--- src/rtl/mesh_route_pkg.sv ---
package mesh_route_pkg;

  typedef enum logic [2:0] {
    MODE_XY     = 3'd0,
    MODE_TOGGLE = 3'd1,
    MODE_WEIGHT = 3'd2,
    MODE_PARITY = 3'd3,
    MODE_TABLE  = 3'd4
  } route_mode_e;

  typedef enum logic [2:0] {
    PORT_LOCAL = 3'd0,
    PORT_EAST  = 3'd1,
    PORT_WEST  = 3'd2,
    PORT_NORTH = 3'd3,
    PORT_SOUTH = 3'd4
  } hop_port_e;

endpackage

--- src/rtl/route_lfsr.sv ---
module route_lfsr #(
  parameter int          W    = 8,
  parameter logic [W-1:0] TAPS = 8'hB8,
  parameter logic [W-1:0] SEED = 8'h01
) (
  input  logic         clk_i,
  input  logic         rst_ni,
  input  logic         step_i,
  output logic [W-1:0] rnd_o
);

  logic [W-1:0] q;

  always_ff @(posedge clk_i or negedge rst_ni) begin
    if (!rst_ni)     q <= SEED;
    else if (step_i) q <= {q[W-2:0], ^(q & TAPS)};
  end

  assign rnd_o = q;


  lfsr_nonzero_chk: assert property (@(posedge clk_i) disable iff (!rst_ni)
    q != '0);

endmodule

--- src/rtl/route_table.sv ---
module route_table #(
  parameter int IDW = 4,
  localparam int NODES = 1 << IDW
) (
  input  logic           clk_i,
  input  logic           rst_ni,
  input  logic           we_i,
  input  logic [IDW-1:0] waddr_i,
  input  logic           wdata_i,
  input  logic [IDW-1:0] raddr_i,
  output logic           rdata_o
);

  logic [NODES-1:0] bits_q;

  always_ff @(posedge clk_i or negedge rst_ni) begin
    if (!rst_ni)   bits_q <= '0;
    else if (we_i) bits_q[waddr_i] <= wdata_i;
  end

  // read sees the value before a same-cycle write
  assign rdata_o = bits_q[raddr_i];


  tbl_write_chk: assert property (@(posedge clk_i) disable iff (!rst_ni)
    we_i |=> bits_q[$past(waddr_i)] == $past(wdata_i));

endmodule

--- src/rtl/route_hop.sv ---
module route_hop
  import mesh_route_pkg::*;
#(
  parameter int XW = 2,
  parameter int YW = 2,
  localparam int IDW = XW + YW
) (
  input  logic [IDW-1:0] cur_i,
  input  logic [IDW-1:0] dst_i,
  input  logic           route_i,
  output hop_port_e      port_o
);

  logic [XW-1:0] cx, dx;
  logic [YW-1:0] cy, dy;
  hop_port_e     x_port, y_port;

  assign cx = cur_i[XW-1:0];
  assign dx = dst_i[XW-1:0];
  assign cy = cur_i[IDW-1:XW];
  assign dy = dst_i[IDW-1:XW];

  assign x_port = (dx > cx) ? PORT_EAST  : PORT_WEST;
  assign y_port = (dy > cy) ? PORT_NORTH : PORT_SOUTH;

  always_comb begin
    if (cx == dx && cy == dy) port_o = PORT_LOCAL;
    else if (!route_i)        port_o = (cx != dx) ? x_port : y_port;
    else                      port_o = (cy != dy) ? y_port : x_port;
  end

  always_comb begin

    local_port_chk: assert ((port_o == PORT_LOCAL) == (cur_i == dst_i));

    xy_order_chk: assert (route_i || cx == dx ||
                          port_o == PORT_EAST || port_o == PORT_WEST);

    yx_order_chk: assert (!route_i || cy == dy ||
                          port_o == PORT_NORTH || port_o == PORT_SOUTH);
  end

endmodule

--- src/rtl/mesh_route_sel.sv ---
module mesh_route_sel
  import mesh_route_pkg::*;
#(
  parameter int XW = 2,
  parameter int YW = 2,
  parameter int WW = 8,
  localparam int IDW = XW + YW
) (
  input  logic           clk_i,
  input  logic           rst_ni,
  input  logic           cfg_we_i,
  input  logic [2:0]     cfg_mode_i,
  input  logic [WW-1:0]  cfg_weight_i,
  input  logic [IDW-1:0] src_id_i,
  input  logic           tbl_we_i,
  input  logic [IDW-1:0] tbl_addr_i,
  input  logic           tbl_data_i,
  input  logic           inj_valid_i,
  input  logic [IDW-1:0] inj_dst_i,
  output logic           hdr_valid_o,
  output logic           hdr_route_o,
  output logic           hdr_vc_o,
  input  logic [IDW-1:0] hop_cur_i,
  input  logic [IDW-1:0] hop_dst_i,
  input  logic           hop_route_i,
  output logic [2:0]     hop_port_o
);

  logic [2:0]    mode_q;
  logic [WW-1:0] weight_q;
  logic          tog_q;
  logic [WW-1:0] rnd;
  logic          tbl_bit;
  logic          route_d;
  logic          route_q;
  logic          valid_q;
  logic          lfsr_step;
  hop_port_e     hop_port;

  always_ff @(posedge clk_i or negedge rst_ni) begin
    if (!rst_ni) begin
      mode_q   <= MODE_XY;
      weight_q <= '0;
    end else if (cfg_we_i) begin
      mode_q   <= cfg_mode_i;
      weight_q <= cfg_weight_i;
    end
  end

  assign lfsr_step = inj_valid_i && mode_q == MODE_WEIGHT;

  route_lfsr #(.W(WW)) u_lfsr (
    .clk_i  (clk_i),
    .rst_ni (rst_ni),
    .step_i (lfsr_step),
    .rnd_o  (rnd)
  );

  route_table #(.IDW(IDW)) u_table (
    .clk_i   (clk_i),
    .rst_ni  (rst_ni),
    .we_i    (tbl_we_i),
    .waddr_i (tbl_addr_i),
    .wdata_i (tbl_data_i),
    .raddr_i (inj_dst_i),
    .rdata_o (tbl_bit)
  );

  always_comb begin
    unique case (mode_q)
      MODE_TOGGLE: route_d = tog_q;
      MODE_WEIGHT: route_d = !(rnd < weight_q);
      MODE_PARITY: route_d = ^(src_id_i ^ inj_dst_i);
      MODE_TABLE:  route_d = tbl_bit;
      default:     route_d = 1'b0;
    endcase
  end

  always_ff @(posedge clk_i or negedge rst_ni) begin
    if (!rst_ni) begin
      tog_q   <= 1'b0;
      valid_q <= 1'b0;
      route_q <= 1'b0;
    end else begin
      valid_q <= inj_valid_i;
      if (inj_valid_i) route_q <= route_d;
      if (inj_valid_i && mode_q == MODE_TOGGLE) tog_q <= ~tog_q;
    end
  end

  assign hdr_valid_o = valid_q;
  assign hdr_route_o = route_q;
  assign hdr_vc_o    = route_q;

  route_hop #(.XW(XW), .YW(YW)) u_hop (
    .cur_i   (hop_cur_i),
    .dst_i   (hop_dst_i),
    .route_i (hop_route_i),
    .port_o  (hop_port)
  );

  assign hop_port_o = hop_port;


  hdr_valid_chk: assert property (@(posedge clk_i) disable iff (!rst_ni)
    inj_valid_i |=> hdr_valid_o);

  xy_mode_chk: assert property (@(posedge clk_i) disable iff (!rst_ni)
    (inj_valid_i && mode_q == MODE_XY) |=> !hdr_route_o);

  weight_zero_chk: assert property (@(posedge clk_i) disable iff (!rst_ni)
    (inj_valid_i && mode_q == MODE_WEIGHT && weight_q == '0) |=> hdr_route_o);

  cfg_hold_chk: assert property (@(posedge clk_i) disable iff (!rst_ni)
    !cfg_we_i |=> $stable(mode_q) && $stable(weight_q));

  toggle_hold_chk: assert property (@(posedge clk_i) disable iff (!rst_ni)
    !(inj_valid_i && mode_q == MODE_TOGGLE) |=> $stable(tog_q));

endmodule

--- config.mk ---
export PLATFORM = sky130hd
export DESIGN_NAME = mesh_route_sel
export DESIGN_NICKNAME = d
export VERILOG_FILES = /design/src/rtl/mesh_route_pkg.sv /design/src/rtl/route_lfsr.sv /design/src/rtl/route_table.sv /design/src/rtl/route_hop.sv /design/src/rtl/mesh_route_sel.sv
export SDC_FILE = /design/constraint.sdc
export NUM_CORES = 1
export LEC_CHECK = 0
export BUFFER_PORTS_ARGS = -buffer_cell sky130_fd_sc_hd__buf_2
export CORE_ASPECT_RATIO = 0.5
export CORE_MARGIN = 2
export CORE_UTILIZATION = 30
export DETAILED_ROUTE_END_ITERATION = 10
export PLACE_DENSITY = 0.53
export SYNTH_ARGS = -nofsm -noshare
export SYNTH_HDL_FRONTEND = slang
export SYNTH_SLANG_ARGS = --single-unit
--- constraint.sdc ---
create_clock -name clk_i -period 3.35 [get_ports clk_i]
set_input_delay 0.8375 -clock clk_i [delete_from_list [all_inputs] [get_ports clk_i]]
set_output_delay 0.8375 -clock clk_i [all_outputs]
set_load 0.05 [all_outputs]
==> out/metrics.cfg, run 1 <==
[status]
outcome=complete, no violations

[worst_setup_path]
timing.critical_path.to_type=output pin
critPathKind=in -> out
worst-endpoint-arrival_ps=2060
cell_family_with_most_cp_delay=compound AO/OA/AOI/OAI gates
crit_path_max_fanout=4
slowest_library_cell_on_the_worst_path=sky130_fd_sc_hd__ha_1
worst-endpoint-required_ps=2510
critical-path-max-stage-delay_ps=320
setup.worst_path.start_class=input port
cp_num_buf_inv=3
path_common_cell=sky130_fd_sc_hd__a21oi_1
reg2reg_slack_ps=1450
worstPathCellList=buf_2 > inv_1 > ha_1 > a21oi_1 > a21oi_1 > nand2_1 > a21oi_1 > buf_2

[synth]
ys_dominant_reg_cell=sky130_fd_sc_hd__dfrtp_1
synth_edf_count=0
synthDominantCellAreaShare=0.439
synthesis.yosys.warnings=0
netlist_top_cells_area=sky130_fd_sc_hd__dfrtp_1 44%, sky130_fd_sc_hd__mux2_2 15%, sky130_fd_sc_hd__ha_1 6.5%
avgSynthCellArea_um2=10.8
synth_top_cell_by_area=sky130_fd_sc_hd__dfrtp_1
synth_cell_type_count=34
synth.ff_latch_count=38
synth.yosys.seq_area_share=0.451
synthesis.area_mm2=0.00211
post_synth_inst_count=196
async_reset_ff_frac=1.00
synthesized_netlist_net_count=245

[routing]
route.detailed.wl_per_inst_um=12.6
drtAntennaViolNets=0
wl_mm=4.18
dr.pass1.iters=3
detail_route.drc_violations=0
drt_first_iter_violations=29
drt-vias-per-instance=4.63
routed-via-count=1537

[sta]
final.min_clock_period_ps=2890
max_freq_ghz=0.346
final_min_period_over_clock_period=0.864
hold_viol_final=0
grt_setup_unrepaired=false
setup_viol=0
tightest_slew_margin_relative_to_the_limit=0.369
timing.clock.skew_ps=4.70
worst_pin_slew_ps=944
totalNegativeSetupSlack_ps=0
timing_max_transition_violations_final=0

[power_and_ir_drop]
worst_ir_drop_vdd_mv=0.217
power.density_cell_area_mw_per_mm2=582
leakage_power_total_uw=0.00118

[layout]
layoutNonFillerInstCount=332
final_cell_mix=43 x sky130_fd_sc_hd__buf_2, 37 x sky130_fd_sc_hd__dfrtp_1, 28 x sky130_fd_sc_hd__mux2_2, 17 x sky130_fd_sc_hd__nor2_1
finish.net_count=288
layout.cells.most_common=sky130_fd_sc_hd__buf_2
design_area_mm2=0.00256
drive_gt1_frac=0.342
antenna_cells=0
syn2layout_area_growth_pct=21.3

[clock_tree]
cts_tree=yes
worstSkewPairLatency_ps=280
cts.repair_timing.setup_buffer_count=0
total_clock_sinks=38
postCtsResizedCells=0
clock_path_buffers=2
tritoncts.num_buffers=5
cts.reportedPaths.clkPinSlew_ps=50
htree_num_levels=2
cts_hold_repair.buffers=0
clock_tree.root_cell=sky130_fd_sc_hd__clkbuf_16

[placed_design]
post-place-cells=324
place_hpwl_mm=3.18
place.gp.congestion=0.760
buffer_ports.inserted=43
dpl_cell_area_mm2=0.00241

[global_route]
grt_first_pass_wirelength_mm=7.12
track_usage=0.120
grt_start_max_net_pins=39
grt_antenna_before_repair=0
globalRoute.totalOverflow=0
grt_pass1_vias=1570

[hold_path]
hold_class=reg -> reg

[die]
io_pins=44
dieWidth_um=123
placementRows=21
fp.coreArea_mm2=0.00675
initial_core_util=0.313
dieHeight_um=63.3
die-area_mm2=0.00776

[flow_run]
cap_violations=0

## path summary, 6_finish.rpt
check,from,endpoint,cells past startpoint
min in group asynchronous,rst_ni,u_table.bits_q[14],1
hold / removal,u_table.bits_q[7],u_table.bits_q[7],1
max in group asynchronous,rst_ni,weight_q[1],1
hold reg to reg,u_table.bits_q[7],u_table.bits_q[7],1
setup reg to reg,u_lfsr.rnd_o[1],hdr_route_o,5
setup / recovery,hop_cur_i[3],hop_port_o[0],8
## stage by stage
| step | power (uW) | worst slack [ps] | utilization | hold WS, ps |
|---|---|---|---|---|
| floorplan | 917 | 248 | - | 441 |
| global placement | 1010 | 536 | 0.357 | 455 |
| detailed placement | 1030 | 468 | 0.357 | 496 |
| CTS | 1510 | 458 | 0.379 | 508 |
| global route | 1590 | 282 | 0.379 | 519 |
| finish | 1490 | 457 | 0.379 | 503 |
## state kept, by name, summed over array words and instances, names as in the netlist
name and count:
u_table.bits_q 16, u_lfsr.rnd_o 8, weight_q 8, mode_q 3
hdr_route_o 1, hdr_valid_o 1, tog_q 1
## synth_stat cells, types with 2 or more instances
cell type	count
sky130_fd_sc_hd__dfrtp_1	37
sky130_fd_sc_hd__mux2_2	28
sky130_fd_sc_hd__nor2_1	17
sky130_fd_sc_hd__inv_1	14
sky130_fd_sc_hd__nand2_1	14
sky130_fd_sc_hd__ha_1	11
sky130_fd_sc_hd__o21ai_0	9
sky130_fd_sc_hd__xnor2_1	9
sky130_fd_sc_hd__a21oi_1	8
sky130_fd_sc_hd__clkbuf_1	5
sky130_fd_sc_hd__nand3b_1	5
sky130_fd_sc_hd__nand2b_1	4
sky130_fd_sc_hd__nor2b_1	4
sky130_fd_sc_hd__a2111oi_0	3
sky130_fd_sc_hd__mux2i_1	3
sky130_fd_sc_hd__nor3_1	3
sky130_fd_sc_hd__nand3_1	2
sky130_fd_sc_hd__nor3b_1	2
sky130_fd_sc_hd__o21a_1	2
sky130_fd_sc_hd__xor2_1	2
## area by class of cell
| cell class | instances | area (um2) |
|---|---|---|
| clock inverters | 2 | 12.5 |
| well taps | 92 | 115 |
| multi-input cells | 137 | 1070 |
| fillers | 680 | 4190 |
| repair buffers | 43 | 215 |
| inverters | 14 | 52.6 |
| flip-flops and latches | 38 | 952 |
| clock buffers | 6 | 139 |
## logic make-up (layout without fill, tap and decap cells)
| logic type | Yosys count | count (layout) | synth area share |
|---|---|---|---|
| simple gates | 55 | 55 | 0.133 |
| flops | 38 | 38 | 0.451 |
| mux | 33 | 33 | 0.187 |
| compound gates | 27 | 27 | 0.0783 |
| buf+inv | 21 | 65 | 0.0397 |
| fa+ha+maj | 11 | 11 | 0.0652 |
| xor+xnor | 11 | 11 | 0.0456 |
## per-layer routing
layer	up-vias	wire length, um	GRT usage
met3	6	200	0.0335
met2	32	1840	0.189
met4	0	65	0.0517
met1	736	2070	0.155
li1	763	-	-
met5	-	0	0
## where the power goes
part           leakage [uW]  switching (uW)  internal (uW)
sequential         0.000466            68.6            565
clock             0.0000729             184            294
combinational      0.000642             187            192
Power figures use the tool's default switching activity.
==> run 2, diff against run 1 <==
CORE_UTILIZATION = 24   (was 30)
PLACE_DENSITY = 0.45   (was 0.53)
==> run 2 against run 1 <==
Utilization down 7.6 points. Fmax is essentially flat. First-iteration DRC count up 93%. Critical path type unchanged. Highest routed layer unchanged. Wire length rose by 4.4%. Sequential share of layout area is 0.71 points lower. Cell count up 7.8%. Worst hold slack got worse by 37 ps. Combinational power about the same. Via count is 1.2% higher.
==> out/metrics.cfg, run 2 (synthesis results as in run 1) <==
[worst_setup_path]
timing.critical_path.to_type=output pin
cp_num_buf_inv=3  ; unchanged
worstPathCellList=buf_2 > inv_1 > ha_1 > a21oi_1 > a21oi_1 > nand2_1 > a21oi_1 > buf_2
critPathKind=in -> out
setup.worst_path.start_class=input port
critical_path.reg2reg.endpoint=hdr_route_o
r2r.worst_path.cells=5  ; unchanged
critical_path.endpoint=hop_port_o[0]
origin_of_the_worst_setup_path=hop_cur_i[3]
worst-endpoint-arrival_ps=2060  ; about the same
slowest_library_cell_on_the_worst_path=sky130_fd_sc_hd__ha_1
worst-endpoint-required_ps=2510  ; about the same
reg2reg_slack_ps=1400  ; -50 ps
cell_family_with_most_cp_delay=compound AO/OA/AOI/OAI gates
worst_r2r_startpoint=u_lfsr.rnd_o[1]
path_common_cell=sky130_fd_sc_hd__a21oi_1
critical-path-max-stage-delay_ps=310  ; about the same
crit_path_max_fanout=4  ; unchanged
cp_num_cells=8  ; unchanged

[routing]
dr.pass1.iters=4  ; +1
drt-vias-per-instance=4.34  ; -6.2%
drtAntennaViolNets=0  ; unchanged
drt_first_iter_violations=56  ; +93%
route.detailed.wl_per_inst_um=12.2  ; -3.2%
wl_mm=4.37  ; +4.4%
detail_route.drc_violations=0  ; unchanged
routed-via-count=1555  ; +1.2%

[die]
die-area_mm2=0.00961  ; +24%
dieWidth_um=137  ; +11%
io_pins=44  ; unchanged
initial_core_util=0.245  ; -0.0677
placementRows=24  ; +14%
dieHeight_um=70.3  ; +11%
fp.coreArea_mm2=0.00862  ; +28%

[global_route]
grt.met3_usage=0.0247  ; -0.00882
grt_start_max_net_pins=39  ; unchanged
track_usage=0.0967  ; -0.0235
grt.met1_usage=0.130  ; -0.0245
grt_first_pass_wirelength_mm=7.43  ; +4.4%
grt_pass1_vias=1593  ; +1.5%
global_route.peak_usage_layer=met2
global_route.usage.met2=0.154  ; -0.0344
globalRoute.totalOverflow=0  ; unchanged
grt_antenna_before_repair=0  ; unchanged

[flow_run]
cap_violations=0  ; unchanged

[sta]
grt_setup_unrepaired=false
max_freq_ghz=0.345  ; about the same
tightest_slew_margin_relative_to_the_limit=0.418  ; +0.0489
final.min_clock_period_ps=2900  ; +2.25 ps
final_min_period_over_clock_period=0.864  ; about the same
timing_max_transition_violations_final=0  ; unchanged
setup_viol=0  ; unchanged
timing.clock.skew_ps=1.76  ; -2.94 ps
totalNegativeSetupSlack_ps=0  ; unchanged
hold_viol_final=0  ; unchanged
worst_pin_slew_ps=874  ; -70.8 ps

[power_and_ir_drop]
seqPwrFrac=0.413  ; -0.012
leakage_power_total_uw=0.00119  ; +0.90%
worst_ir_drop_vdd_mv=0.214  ; -1.3%
p_int_uw=1110  ; +5.5%
total_power_uw=1540  ; +3.2%
pwr-share-clk=0.342  ; +0.021
comb_power_share=0.245  ; -0.009
power.share.switching=0.279  ; -0.0156
power.density_cell_area_mw_per_mm2=589  ; +1.2%
net-switching-power_uw=430  ; -2.3%

[layout]
top_register=u_table.bits_q
syn2layout_area_growth_pct=23.7
largest_register_ffs=16  ; unchanged
final_cell_mix=43 x sky130_fd_sc_hd__buf_2, 37 x sky130_fd_sc_hd__dfrtp_1, 28 x sky130_fd_sc_hd__mux2_2, 17 x sky130_fd_sc_hd__nor2_1
finish.net_count=289  ; +0.35%
antenna_cells=0  ; unchanged
layout.cells.most_common=sky130_fd_sc_hd__buf_2
drive_gt1_frac=0.336  ; -0.00557
nFillCells=928  ; +36%

[clock_tree]
postCtsResizedCells=0  ; unchanged
tritoncts.num_buffers=5  ; unchanged
htree_num_levels=2  ; unchanged
clock_tree.root_cell=sky130_fd_sc_hd__clkbuf_16
cts_hold_repair.buffers=0  ; unchanged
cts_tree=yes
worstSkewPairLatency_ps=270  ; about the same
cts.repair_timing.setup_buffer_count=0  ; unchanged
clock_path_buffers=2  ; unchanged
total_clock_sinks=38  ; unchanged
cts.reportedPaths.clkPinSlew_ps=50  ; about the same

[placed_design]
buffer_ports.inserted=43  ; unchanged
place.gp.congestion=0.764  ; +0.47%
place_hpwl_mm=3.36  ; +5.5%

[hold_path]
hold_class=reg -> reg

[status]
outcome=complete, no violations

[run 2: changes by cell type in the layout (fill, tap and decap cells not counted), sizes merged]
cell,change
clkinv,-1
clkbuf,+1
clkinvlp,-1
bufinv,+1
buf,+1
[run 2: through the flow]
step	hold WS, ps	std cells	util	instance area, um2	worst slack, ps
finish	466	358	0.303	2610	454
global route	515	358	0.303	2610	333
CTS	476	358	0.303	2610	456
detailed placement	468	350	0.284	2450	466
global placement	468	350	0.284	2450	531
floorplan	441	196	-	2110	248
[run 2: area by class of cell]
class | instances | area [um2] | share of cell area
Multi-Input combinational cell | 137 | 1070 | 0.412
Sequential cell | 38 | 952 | 0.365
Timing Repair Buffer | 44 | 223 | 0.0853
Tap cell | 117 | 146 | 0.0561
Clock buffer | 7 | 133 | 0.0508
Inverter | 14 | 52.6 | 0.0201
Clock inverter | 1 | 30.0 | 0.0115
[run 2: how the worst min path moves through the flow]
stage,slack [ps],end,start,cells after the start
after CTS,480,tog_q,tog_q,1
after global routing,510,u_table.bits_q[3],u_table.bits_q[3],1
after detailed placement,470,tog_q,tog_q,1
after global placement,470,tog_q,tog_q,1
after floorplan,440,tog_q,tog_q,1
final,470,tog_q,tog_q,1
[run 2: worst register-to-register path, cell delays in order (launching register included)]
cell and delay (ps):
sky130_fd_sc_hd__dfrtp_1 390, sky130_fd_sc_hd__ha_1 270, sky130_fd_sc_hd__a2111oi_0 500, sky130_fd_sc_hd__o31ai_1 150, sky130_fd_sc_hd__a2111oi_0 370, sky130_fd_sc_hd__o22ai_1 140
[run 2: power groups by stage]
stage / Sequential, uW / Combinational, uW / Clock, uW
floorplan: 631 / 286 / 0
detailed placement: 645 / 382 / 0
CTS: 636 / 384 / 540
global route: 651 / 430 / 559
global placement: 639 / 375 / 0
finish: 635 / 377 / 526
[run 2: layer usage]
metal	share of wire	up-vias
met3	0.045	4
met1	0.49	756
met2	0.45	26
met4	0.0082	0
li1	-	769
met5	0	-
==> run 3, diff against run 2 <==
SETUP_SLACK_MARGIN = 0.5   (was default)
==> run 3 against run 2 <==
Worst setup slack improved by 150 ps. Design area up 0.62%. First-iteration DRC count shrank 11%. Sequential power about the same. Via count decreased by 2.1%. Clock skew up 2.8 ps. Critical endpoint is now hop_port_o[1]. Highest routed layer unchanged.
==> out/metrics.cfg, run 3 (synthesis results as in run 1) <==
[clock_tree]
tritoncts.num_buffers=5  ; unchanged
cts_hold_repair.buffers=0  ; unchanged
clock_tree.root_cell=sky130_fd_sc_hd__clkbuf_16
cts.reportedPaths.clkPinSlew_ps=60  ; about the same
cts_tree=yes
htree_num_levels=2  ; unchanged
clock_path_buffers=2  ; unchanged
total_clock_sinks=38  ; unchanged
worstSkewPairLatency_ps=280  ; about the same

[flow_run]
cap_violations=0  ; unchanged

[routing]
dr.pass1.iters=4  ; unchanged
routed-via-count=1523  ; -2.1%
detail_route.drc_violations=0  ; unchanged
wl_mm=4.37  ; about the same
drtAntennaViolNets=0  ; unchanged
drt-vias-per-instance=4.27  ; -1.8%
route.detailed.wl_per_inst_um=12.2  ; +0.35%
drt_first_iter_violations=50  ; -11%

[global_route]
track_usage=0.102  ; +0.00563
grt_antenna_before_repair=0  ; unchanged
grt_pass1_vias=1662  ; +4.3%
grt_first_pass_wirelength_mm=7.76  ; +4.4%
globalRoute.totalOverflow=0  ; unchanged
grt_start_max_net_pins=39  ; unchanged

[layout]
antenna_cells=0  ; unchanged
drive_gt1_frac=0.363  ; +0.0264
top_register=u_table.bits_q
largest_register_ffs=16  ; unchanged
final_cell_mix=41 x sky130_fd_sc_hd__buf_2, 37 x sky130_fd_sc_hd__dfrtp_1, 28 x sky130_fd_sc_hd__mux2_2, 16 x sky130_fd_sc_hd__nor2_1
layoutNonFillerInstCount=357  ; -0.28%
finish.net_count=288  ; -0.35%
syn2layout_area_growth_pct=24.5
layout.cells.most_common=sky130_fd_sc_hd__buf_2

[sta]
final.min_clock_period_ps=2750  ; -148 ps
hold_ws_ps=467  ; +0.962 ps
grt_setup_unrepaired=true
worst_pin_slew_ps=931  ; +57.9 ps
final_min_period_over_clock_period=0.820  ; -0.0442
timing.clock.skew_ps=4.60  ; +2.84 ps
totalNegativeSetupSlack_ps=0  ; unchanged
max_freq_ghz=0.364  ; +5.4%
setup_viol=0  ; unchanged
tightest_slew_margin_relative_to_the_limit=0.377  ; -0.0402
timing_max_transition_violations_final=0  ; unchanged
hold_viol_final=0  ; unchanged

[placed_design]
buffer_ports.inserted=43  ; unchanged
place_hpwl_mm=3.27  ; -2.5%
place.gp.congestion=0.772  ; +1.1%
post-place-cells=349  ; -0.29%

[worst_setup_path]
timing.critical_path.to_type=output pin
worst-endpoint-arrival_ps=1910  ; -150 ps
critPathKind=in -> out
crit_path_max_fanout=2  ; -2
worst_r2r_startpoint=u_lfsr.rnd_o[1]
reg2reg_slack_ps=1420  ; +20 ps
worst-endpoint-required_ps=2510  ; about the same
origin_of_the_worst_setup_path=hop_cur_i[1]
setup.worst_path.start_class=input port
critical_path.reg2reg.endpoint=hdr_route_o
r2r.worst_path.cells=5  ; unchanged

[power_and_ir_drop]
leakage_power_total_uw=0.00118  ; -0.60%
power.density_cell_area_mw_per_mm2=572  ; -2.9%
worst_ir_drop_vdd_mv=0.198  ; -7.5%

[die]
io_pins=44  ; unchanged
die-area_mm2=0.00961  ; unchanged
initial_core_util=0.245  ; unchanged
dieHeight_um=70.3  ; unchanged
dieWidth_um=137  ; unchanged
placementRows=24  ; unchanged
fp.coreArea_mm2=0.00862  ; unchanged

[hold_path]
min-delay-start=tog_q
hold_path_depth=1  ; unchanged
hold_class=reg -> reg
hold-path-endpoint=tog_q

[status]
outcome=complete, no violations

run 3: cell count changes in the layout (fill, tap and decap cells not counted), sizes merged:
cell	change
bufinv	-1
clkinvlp	+1
buf	-1
clkinv	+1
clkbuf	-1
run 3: worst max-delay path by stage:
stage,end,slack (ps),cells past startpoint
finish,hop_port_o[1],600,8
CTS,hop_port_o[1],490,8
floorplan,hop_port_o[1],520,6
detailed placement,hop_port_o[1],440,8
global placement,hop_port_o[1],510,8
global route,hop_port_o[0],470,8
run 3: power breakdown:
part / internal, uW / switching [uW] / total (uW) / leakage (uW)
sequential: 565 / 69.9 / 635 / 0.000466
clock: 295 / 184 / 479 / 0.0000729
combinational: 199 / 191 / 390 / 0.000645
run 3: layout make-up:
class                   count  area (um2)
flip-flops and latches     38         952
repair buffers             43         224
clock inverters             2        12.5
inverters                  14        52.6
fillers                   879        5990
well taps                 117         146
multi-input cells         137        1100
clock buffers               6         139
run 3: metal layers:
layer / part of all wire / vias up / routed length, um / track usage
met3: 0.035 / 4 / 152 / 0.0218
met4: 0.013 / 0 / 55 / 0.0347
met2: 0.44 / 30 / 1930 / 0.167
met5: 0 / - / 0 / 0
li1: - / 771 / - / -
met1: 0.51 / 718 / 2230 / 0.135
run 3: worst max-delay path: stages:
cell                      delay, ps
sky130_fd_sc_hd__buf_2           80
sky130_fd_sc_hd__inv_1           30
sky130_fd_sc_hd__ha_1           290
sky130_fd_sc_hd__nor2b_1        130
sky130_fd_sc_hd__o21ai_1        190
sky130_fd_sc_hd__a21oi_1         80
sky130_fd_sc_hd__nor2_2          80
sky130_fd_sc_hd__buf_4          190
run 3: metrics by stage:
stage	cell area (um2)	power, uW	worst slack (ps)	utilization
finish	2630	1500	603	0.305
floorplan	2120	920	517	-
global route	2630	1610	466	0.305
detailed placement	2450	1030	440	0.284
global placement	2450	1010	508	0.284
CTS	2600	1520	489	0.302
run 3: timing repair:
item | 4_1_cts | 5_1_grt
resized for setup | 2 | 5
setup endpoints to repair | 2 | 2
buffers inserted | 0 | 0
